$ cat src/rtl/drum_pkg.sv
package drum_pkg;
  localparam int OP_W   = 4;
  localparam int ADR_W  = 4;
  localparam int TM_W   = 2;
  localparam int LINE_W = OP_W + ADR_W + TM_W;
  localparam int TAG_W  = OP_W + ADR_W;

  localparam logic [OP_W-1:0]  OP_MARK = 4'hE;
  localparam logic [ADR_W-1:0] LBL_LO  = 4'd1;
  localparam logic [ADR_W-1:0] LBL_HI  = 4'd4;

  typedef struct packed {
    logic [OP_W-1:0]  op;
    logic [ADR_W-1:0] adr;
  } tag_t;

  typedef enum logic [1:0] {
    M_RUN   = 2'd0,
    M_SEEK  = 2'd1,
    M_AFTER = 2'd2,
    M_HALT  = 2'd3
  } mode_t;
endpackage

$ cat src/rtl/drum_store.sv
module drum_store
  import drum_pkg::*;
#(
  parameter int LINES = 20,
  localparam int IDX_W = $clog2(LINES)
) (
  input  logic              clk,
  input  logic              we,
  input  logic [IDX_W-1:0]  widx,
  input  logic [LINE_W-1:0] wdata,
  input  logic [IDX_W-1:0]  ridx_a,
  output logic [LINE_W-1:0] rdata_a,
  input  logic [IDX_W-1:0]  ridx_b,
  output logic [TAG_W-1:0]  rtag_b
);
  logic [LINE_W-1:0] ring [LINES];

  always_ff @(posedge clk) begin
    if (we) ring[widx] <= wdata;
  end

  // Two asynchronous read ports: head line and look-ahead tag
  assign rdata_a = ring[ridx_a];
  assign rtag_b  = ring[ridx_b][LINE_W-1:TM_W];
endmodule

$ cat src/rtl/drum_label_match.sv
module drum_label_match
  import drum_pkg::*;
#(
  parameter logic [15:0] LABEL_OPS = 16'h80FE
) (
  input  tag_t             tag,
  input  logic [ADR_W-1:0] label,
  output logic             hit_direct,
  output logic             hit_marker
);
  logic same_lbl;

  always_comb begin
    same_lbl   = (tag.adr == label);
    hit_marker = same_lbl && (tag.op == OP_MARK);
    hit_direct = same_lbl && (tag.op != OP_MARK) && LABEL_OPS[tag.op];
  end
endmodule

$ cat src/rtl/drum_seq_ctrl.sv
module drum_seq_ctrl
  import drum_pkg::*;
#(
  parameter int LINES = 20,
  localparam int IDX_W = $clog2(LINES),
  localparam int CNT_W = $clog2(LINES + 1)
) (
  input  logic             clk,
  input  logic             rst,
  input  logic             step_en,
  input  logic             jump_req,
  input  logic             jump_cond,
  input  logic             cond_flag,
  input  logic [ADR_W-1:0] jump_label,
  input  logic             hit_direct,
  input  logic             hit_marker,
  output logic [IDX_W-1:0] pos_q,
  output logic [IDX_W-1:0] nxt_idx,
  output logic [ADR_W-1:0] seek_label,
  output logic             exec_o,
  output logic             even_o,
  output logic             odd_o,
  output logic             err_o
);
  mode_t            mode_q;
  logic [ADR_W-1:0] label_q;
  logic [CNT_W-1:0] cnt_q;
  logic             exec_q;
  logic             even_q;
  logic             odd_q;
  logic             label_ok;
  logic             take;
  logic             seeking;
  logic [CNT_W-1:0] cnt_now;

  always_comb begin
    label_ok   = (jump_label >= LBL_LO) && (jump_label <= LBL_HI);
    take       = (mode_q == M_RUN) && exec_q && jump_req && label_ok &&
                 (!jump_cond || cond_flag);
    seeking    = take || (mode_q == M_SEEK);
    seek_label = take ? jump_label : label_q;
    cnt_now    = take ? '0 : cnt_q;
    nxt_idx    = (pos_q == IDX_W'(LINES - 1)) ? '0 : pos_q + 1'b1;
  end

  always_ff @(posedge clk) begin
    if (rst) begin
      pos_q   <= '0;
      mode_q  <= M_RUN;
      label_q <= '0;
      cnt_q   <= '0;
      exec_q  <= 1'b1;
      even_q  <= 1'b1;
      odd_q   <= 1'b0;
    end else if (step_en && (mode_q != M_HALT)) begin
      pos_q  <= nxt_idx;
      even_q <= ~nxt_idx[0];
      odd_q  <= nxt_idx[0];
      if (seeking) begin
        if (take) label_q <= jump_label;
        if (hit_direct) begin
          mode_q <= M_RUN;
          exec_q <= 1'b1;
        end else if (hit_marker) begin
          mode_q <= M_AFTER;
          exec_q <= 1'b0;
        end else begin
          exec_q <= 1'b0;
          if (cnt_now == CNT_W'(LINES - 1)) begin
            mode_q <= M_HALT;
          end else begin
            mode_q <= M_SEEK;
            cnt_q  <= cnt_now + 1'b1;
          end
        end
      end else begin
        mode_q <= M_RUN;
        exec_q <= 1'b1;
      end
    end
  end

  assign exec_o = exec_q;
  assign even_o = even_q;
  assign odd_o  = odd_q;
  assign err_o  = (mode_q == M_HALT);


  hold_pos_chk: assert property (@(posedge clk) disable iff (rst)
    !step_en |=> $stable(pos_q));


  wrap_chk: assert property (@(posedge clk) disable iff (rst)
    (step_en && (mode_q != M_HALT) && (pos_q == IDX_W'(LINES - 1))) |=> (pos_q == '0));


  halt_sticky_chk: assert property (@(posedge clk) disable iff (rst)
    (mode_q == M_HALT) |=> ((mode_q == M_HALT) && $stable(pos_q) && !exec_q));


  seek_quiet_chk: assert property (@(posedge clk) disable iff (rst)
    (mode_q == M_SEEK) |-> !exec_q);


  cond_false_chk: assert property (@(posedge clk) disable iff (rst)
    (step_en && (mode_q == M_RUN) && exec_q && jump_req && jump_cond && !cond_flag)
      |=> (exec_q && (mode_q == M_RUN)));


  after_mark_chk: assert property (@(posedge clk) disable iff (rst)
    (step_en && (mode_q == M_AFTER)) |=> (exec_q && (mode_q == M_RUN)));
endmodule

$ cat src/rtl/drum_sequencer.sv
module drum_sequencer
  import drum_pkg::*;
#(
  parameter int          LINES     = 20,
  parameter logic [15:0] LABEL_OPS = 16'h80FE,
  localparam int         IDX_W     = $clog2(LINES)
) (
  input  logic              clk,
  input  logic              rst,
  input  logic              step_en,
  input  logic              jump_req,
  input  logic              jump_cond,
  input  logic              cond_flag,
  input  logic [ADR_W-1:0]  jump_label,
  input  logic              wr_en,
  input  logic [IDX_W-1:0]  wr_idx,
  input  logic [LINE_W-1:0] wr_data,
  output logic [LINE_W-1:0] line_o,
  output logic              even_o,
  output logic              odd_o,
  output logic              exec_o,
  output logic              err_o
);
  logic             we_ok;
  logic [IDX_W-1:0] pos;
  logic [IDX_W-1:0] nxt;
  logic [TAG_W-1:0] nxt_tag;
  logic [ADR_W-1:0] seek_label;
  logic             hit_direct;
  logic             hit_marker;

  // Loads only while paused and only into lines that exist
  assign we_ok = wr_en && !step_en && (wr_idx < IDX_W'(LINES));

  drum_store #(.LINES(LINES)) store_i (
    .clk     (clk),
    .we      (we_ok),
    .widx    (wr_idx),
    .wdata   (wr_data),
    .ridx_a  (pos),
    .rdata_a (line_o),
    .ridx_b  (nxt),
    .rtag_b  (nxt_tag)
  );

  drum_label_match #(.LABEL_OPS(LABEL_OPS)) match_i (
    .tag        (tag_t'(nxt_tag)),
    .label      (seek_label),
    .hit_direct (hit_direct),
    .hit_marker (hit_marker)
  );

  drum_seq_ctrl #(.LINES(LINES)) ctrl_i (
    .clk        (clk),
    .rst        (rst),
    .step_en    (step_en),
    .jump_req   (jump_req),
    .jump_cond  (jump_cond),
    .cond_flag  (cond_flag),
    .jump_label (jump_label),
    .hit_direct (hit_direct),
    .hit_marker (hit_marker),
    .pos_q      (pos),
    .nxt_idx    (nxt),
    .seek_label (seek_label),
    .exec_o     (exec_o),
    .even_o     (even_o),
    .odd_o      (odd_o),
    .err_o      (err_o)
  );


  paused_write_chk: assert property (@(posedge clk) disable iff (rst)
    (wr_en && step_en) |=> $stable(line_o) || $changed(pos));
endmodule

$ cat config.mk
export PLATFORM = sky130hd
export DESIGN_NAME = drum_sequencer
export DESIGN_NICKNAME = d
export VERILOG_FILES = /design/src/rtl/drum_pkg.sv /design/src/rtl/drum_store.sv /design/src/rtl/drum_label_match.sv /design/src/rtl/drum_seq_ctrl.sv /design/src/rtl/drum_sequencer.sv
export SDC_FILE = /design/constraint.sdc
export NUM_CORES = 1
export LEC_CHECK = 0
export CAP_MARGIN = 20
export CELL_PAD_IN_SITES_DETAIL_PLACEMENT = 1
export CELL_PAD_IN_SITES_GLOBAL_PLACEMENT = 1
export CORE_ASPECT_RATIO = 1.25
export CORE_UTILIZATION = 52
export DETAILED_ROUTE_END_ITERATION = 8
export GPL_ROUTABILITY_DRIVEN = 1
export GPL_TIMING_DRIVEN = 0
export HOLD_SLACK_MARGIN = 0.1
export PLACE_DENSITY_LB_ADDON = 0.25
export SYNTH_ARGS = -nofsm -noshare
export SYNTH_HDL_FRONTEND = slang
export SYNTH_HIERARCHICAL = 1
export SYNTH_SLANG_ARGS = --single-unit
$ cat constraint.sdc
create_clock -name clk -period 4.1 [get_ports clk]
set_input_delay 1.025 -clock clk [delete_from_list [all_inputs] [get_ports clk]]
set_output_delay 1.025 -clock clk [all_outputs]
set_load 0.01 [all_outputs]
# Word level (Yosys, flattened, before mapping)
# Memory sizes are Yosys's and may differ from the RTL's. A register that Yosys moved wholly into a read port is not among the register bits.
# Cells that the tools add are included.
# totals
output_inout_bits	14
mem_count	2
ramBits	200
input_bits	26
wordCells	59
romBits	16
register_bits	19
# classes
reduce_logical	18
n_mux	14
bitwise_logic	4
n_lt_le_gt_ge	4
n_eq_ne	8
add_sub_neg	2
# mem_list
memory	depth	width	rd	rd_clocked_by_memory_dff	write_ports	line	source
store_i.ring	20	10	2	1	1	drum_store.sv:16	logic [LINE_W-1:0] ring [LINES];
(name not given)	16	1	1	0	0	drum_label_match.sv:16	hit_direct = same_lbl && (tag.op != OP_MARK) && LABEL_OPS[tag.op];
# op_table
cell	count
$mux W5	4
$logic_and A1 B1 Y1	11
$add A5 B1 Y5 const B	2
$eq A5 B5 Y1 const B	2
$mux W2	4
$lt A4 B5 Y1 const B	1
$lt A5 B5 Y1 const B	1
$mux W1	5
$reduce_and A5 Y1	1
$eq A4 B4 Y1	1
$eq A4 B4 Y1 const B	1
$ge A4 B1 Y1 const B	1
$le A4 B3 Y1 const B	1
$mux W4	1
$ne A4 B4 Y1 const B	1
$not A1 Y1	4
$eq A2 B1 Y1 const B	1
$eq A2 B2 Y1 const B	1
$logic_not A1 Y1	2
$logic_not A2 Y1	1
$logic_or A1 B1 Y1	2
$ne A2 B2 Y1 const B	1
$reduce_and A2 Y1	1

# Longest topological paths before layout
# depth
word_depth	11
depth_mapped	17

# Modules after synthesis
# Netlist, hierarchy kept.
# by_module_without_submodules
module	cells_per_inst	instances	area_each_um2	seq_area_each_um2
drum_store	496	1	9143.8	6005.8
drum_seq_ctrl	133	1	1153.6	360.3
drum_label_match	11	1	80.1	0.0
drum_sequencer	2	1	13.8	0.0

# Worst setup path before layout
# No wires, ideal clock.
# synth_path
kind	register -> register
from	register ctrl_i.pos_q[0]
to	register ctrl_i.cnt_q[4]
required_time_ns	4.009
stages_incl_launch_ff	16
arrival_time_ns	3.351
setup_slack_ns	0.658
n_path_buf	3
path_cell_list	dfxtp_1 -> ha_1 -> nor4bb_1 -> nor2_1 -> buf_2 -> buf_2 -> mux4_2 -> nand2_1 -> o211ai_1 -> a21bo_1 -> a2bb2oi_1 -> nor2_1 -> nor3_1 -> buf_2 -> a41oi_1 -> a311oi_1
# synth_via
elab_chain_cells	8
# synth_lines
item	line	source
from (decl)	drum_seq_ctrl.sv:17	output logic [IDX_W-1:0] pos_q,
from (signal assigned)	drum_seq_ctrl.sv:56	pos_q <= nxt_idx;
$add A5 B1 Y5 or $eq A5 B5 Y1 (tied branches)	drum_seq_ctrl.sv:43	nxt_idx = (pos_q == IDX_W'(LINES - 1)) ? '0 : pos_q + 1'b1;
$mux W5 *	drum_seq_ctrl.sv:43	
named net nxt[0]	drum_sequencer.sv:26	logic [IDX_W-1:0] nxt;
$mem_v2 Z20 W10 *	--	
named net nxt_tag[6]	drum_sequencer.sv:27	logic [TAG_W-1:0] nxt_tag;
$mem_v2 Z16 W1 or $ne A4 B4 Y1 (tied branches)	--	
$mux W1 (not written as such) or $logic_and A1 B1 Y1 (tied branches)	drum_label_match.sv:16	
$logic_and A1 B1 Y1 *	drum_label_match.sv:16	
named net hit_direct	drum_sequencer.sv:29	logic hit_direct;
$not A1 Y1 (no source line) *	--	
$reduce_and A5 Y1 (no source line) *	--	
to (signal assigned)	drum_seq_ctrl.sv:73	cnt_q <= cnt_now + 1'b1;
to (decl)	drum_seq_ctrl.sv:27	logic [CNT_W-1:0] cnt_q;
# The timed path passes the listed nets; every way through them passes the cells marked *. The select of a mux whose other input is x is not followed.
# A chain may end at the register's enable or synchronous reset.

==> impl_results.md <==
* Status: finished, final reports clean
* CP Launch Type: flip-flop
* Asr flop ratio synth at 0
* Clock sink total at 218
* Ys Warns at 6
* Total gr overflow at 0
* Area leader, netlist: edfxtp_1
* Final Util at 0.620
* Maximum clock insertion buffer count at 3
* Synth Net Count at 670
* P per Cell Area at 419 mW/mm2
* Io pins at 40
* Core Area at 0.0195 mm2
* Final Cycle Share at 0.985
* Tot Pwr at 5.08 mW
* Via count at 6653
* Synthesized cell area at 0.0104 mm2
* Synthesized flop and latch total at 218
* Endpoints failing setup at 0
* Worst Skew at 7.74 ps
* DR iter-0 viols at 489
* Fmax at 248 MHz
* Drt first pass iters at 5
* Root buffer selected by CTS: clkbuf_16
* Leakage at 3.92 nW
* Sum Neg Setup Slack at 0 ps
* Worst skew pair latency at 510 ps
* Worst EP required at 3070 ps
* Post-Synthesis Cells at 642
* Wirelength per Cell at 29.8 um
* Dominant cells by area after synthesis: edfxtp_1, mux4_2, mux2i_1
* Via count of the first global-routing pass at 7285
* Final WS setup at 60.2 ps
* CTS Buf Count at 23
* GRT Total Usage at 0.298
* Sequential share of the synthesized area at 0.613
* Antenna-violating nets left at 0
* Layout cells sized above 1 at 0.212
* Slew HR at 0.232
* Area Growth Syn to Fin at 16.6%
* Row cnt at 57
* Hold Crit Class: flip-flop to flip-flop
* Number of flops mapped to enable cells by yosys at 200
* CTS HTree Levels at 1
* Max IR drop VDD at 0.483 mV
* Initial antenna violation count at 1
* I/O Buffers at 39
* Tmin final at 4040 ps
* Fin. max-slew vios at 0
* Max FO, Critical Path at 10
* Most common cell after layout, fill and taps aside: edfxtp_1
* Initial Utilization at 0.532
* Placer Congestion at 0.847
* Cell variety after synth at 62
* Largest net degree at the start of global routing at 21
* Crit Path Class: flip-flop to output port
* Final WL at 29.7 mm
* Max-Cap Viols at 0
* Syn_area_per_cell at 16.2 um2
* Die height at 160 um
* # diodes at 0
* First-pass GRT wire length at 44.0 mm
* Die W at 128 um
* DR DRC count at 0
* Least-Margin Pin Slew at 1150 ps
* Top FF cell, synth: edfxtp_1
* Clock-pin slew on the worst setup and hold paths at 60 ps
* Post-DP HPWL at 19.6 mm
* CP endpoint kind: output port
* Fin. Hold Viols at 0
* Vias/cell at 6.68
* WP data arrival at 3010 ps
* DIE AREA at 0.0206 mm2
* Placement Setup Slack at -430 ps
* Fin nets at 744
* Synth top area share at 0.578
* Most frequent cells in the layout: edfxtp_1, mux2i_1, mux4_2, nor2_1
* CTS tree: done
-- area by class of cell --
class	count	area (um2)
Timing Repair Buffer	53	551
Inverter	4	15.0
Multi-Input combinational cell	377	3830
Clock inverter	15	150
Buffer	39	284
Fill cell	1767	7420
Clock buffer	25	583
Sequential cell	218	6370
Tap cell	265	332
-- stage by stage --
| stage | instances | instance area, um2 | hold slack [ps] |
|---|---|---|---|
| CTS | 994 | 12000 | 458 |
| floorplan | 642 | 10400 | 422 |
| global route | 996 | 12100 | 464 |
| finish | 996 | 12100 | 455 |
| detailed placement | 957 | 11200 | 451 |
| global placement | 946 | 11100 | 430 |
-- layer usage --
metal  part of all wire  up-vias  track usage
met5            0.00044        -            0
met4              0.049        2        0.145
met3              0.066       95       0.0476
met2               0.53      313        0.532
met1               0.36     3460        0.346
li1                   -     2783            -
-- where the power goes --
| part | total [mW] | switching [mW] | internal [mW] |
|---|---|---|---|
| sequential | 2.45 | 0.0111 | 2.44 |
| clock | 2.07 | 0.857 | 1.21 |
| combinational | 0.563 | 0.312 | 0.251 |
-- path summary, 6_finish.rpt --
check	from	end	slack [ps]	cells past startpoint
setup / recovery	ctrl_i/pos_q[0]	line_o[6]	60	8
hold / removal	ctrl_i/label_q[3]	ctrl_i/label_q[3]	460	2
setup reg to reg	ctrl_i/pos_q[1]	ctrl_i/cnt_q[3]	110	16
hold reg to reg	ctrl_i/label_q[3]	ctrl_i/label_q[3]	460	2
-- flip-flops by register name (all words and copies together), names as in the netlist --
register and count:
ctrl_i/cnt_q 5, ctrl_i/even_o 1, ctrl_i/exec_o 1, ctrl_i/label_q 4, ctrl_i/mode_q 2, ctrl_i/pos_q 5
store_i/ring 200
-- Yosys cell counts (all sizes together), types with 3 or more instances --
library cell and instances:
o211ai 9, nand2 26, mux4 62, dfxtp 18, nand3b 4, nand2b 5
clkbuf 16, o31ai 3, mux2i 66, a41oi 3, xnor2 8, buf 27
nor2 38, a22oi 30, a21oi 12, and2 6, a31oi 3, nor4 5
o21ai 26, nor3 3, edfxtp 200, nor2b 7, a211oi 3, nand4 3
a221oi 7, inv 4, or2 3, nand3 7, mux2 12
-- logic make-up (layout without fill, tap and decap cells) --
family / after synthesis / count (layout) / share of synthesized area
multiplexers: 140 / 140 / 0.219
AO/OA/AOI/OAI: 108 / 108 / 0.0712
AND/OR/NAND/NOR: 119 / 119 / 0.0632
flip-flops: 218 / 218 / 0.613
adder cells (fa/ha/maj): 2 / 2 / 0.00241
XOR/XNOR: 8 / 8 / 0.00747
buffers and inverters: 47 / 136 / 0.0238
-- critical path, stage by stage, from the launching register on --
cell,delay (ps)
dfxtp_2,390
buf_4,130
buf_6,160
buf_8,180
mux4_1,580
mux2_2,310
a22oi_1,250
o21ai_1,170
dlygate4sd2_1,340
-- timing repair --
action | in CTS | in global routing
buffers inserted | 0 | 0
endpoints found under the setup margin | 17 | 10
hold buffers | 0 | 0
pin swaps | 0 | 1
gates resized for setup | 40 | 19
(Power assumes the default switching activity.)
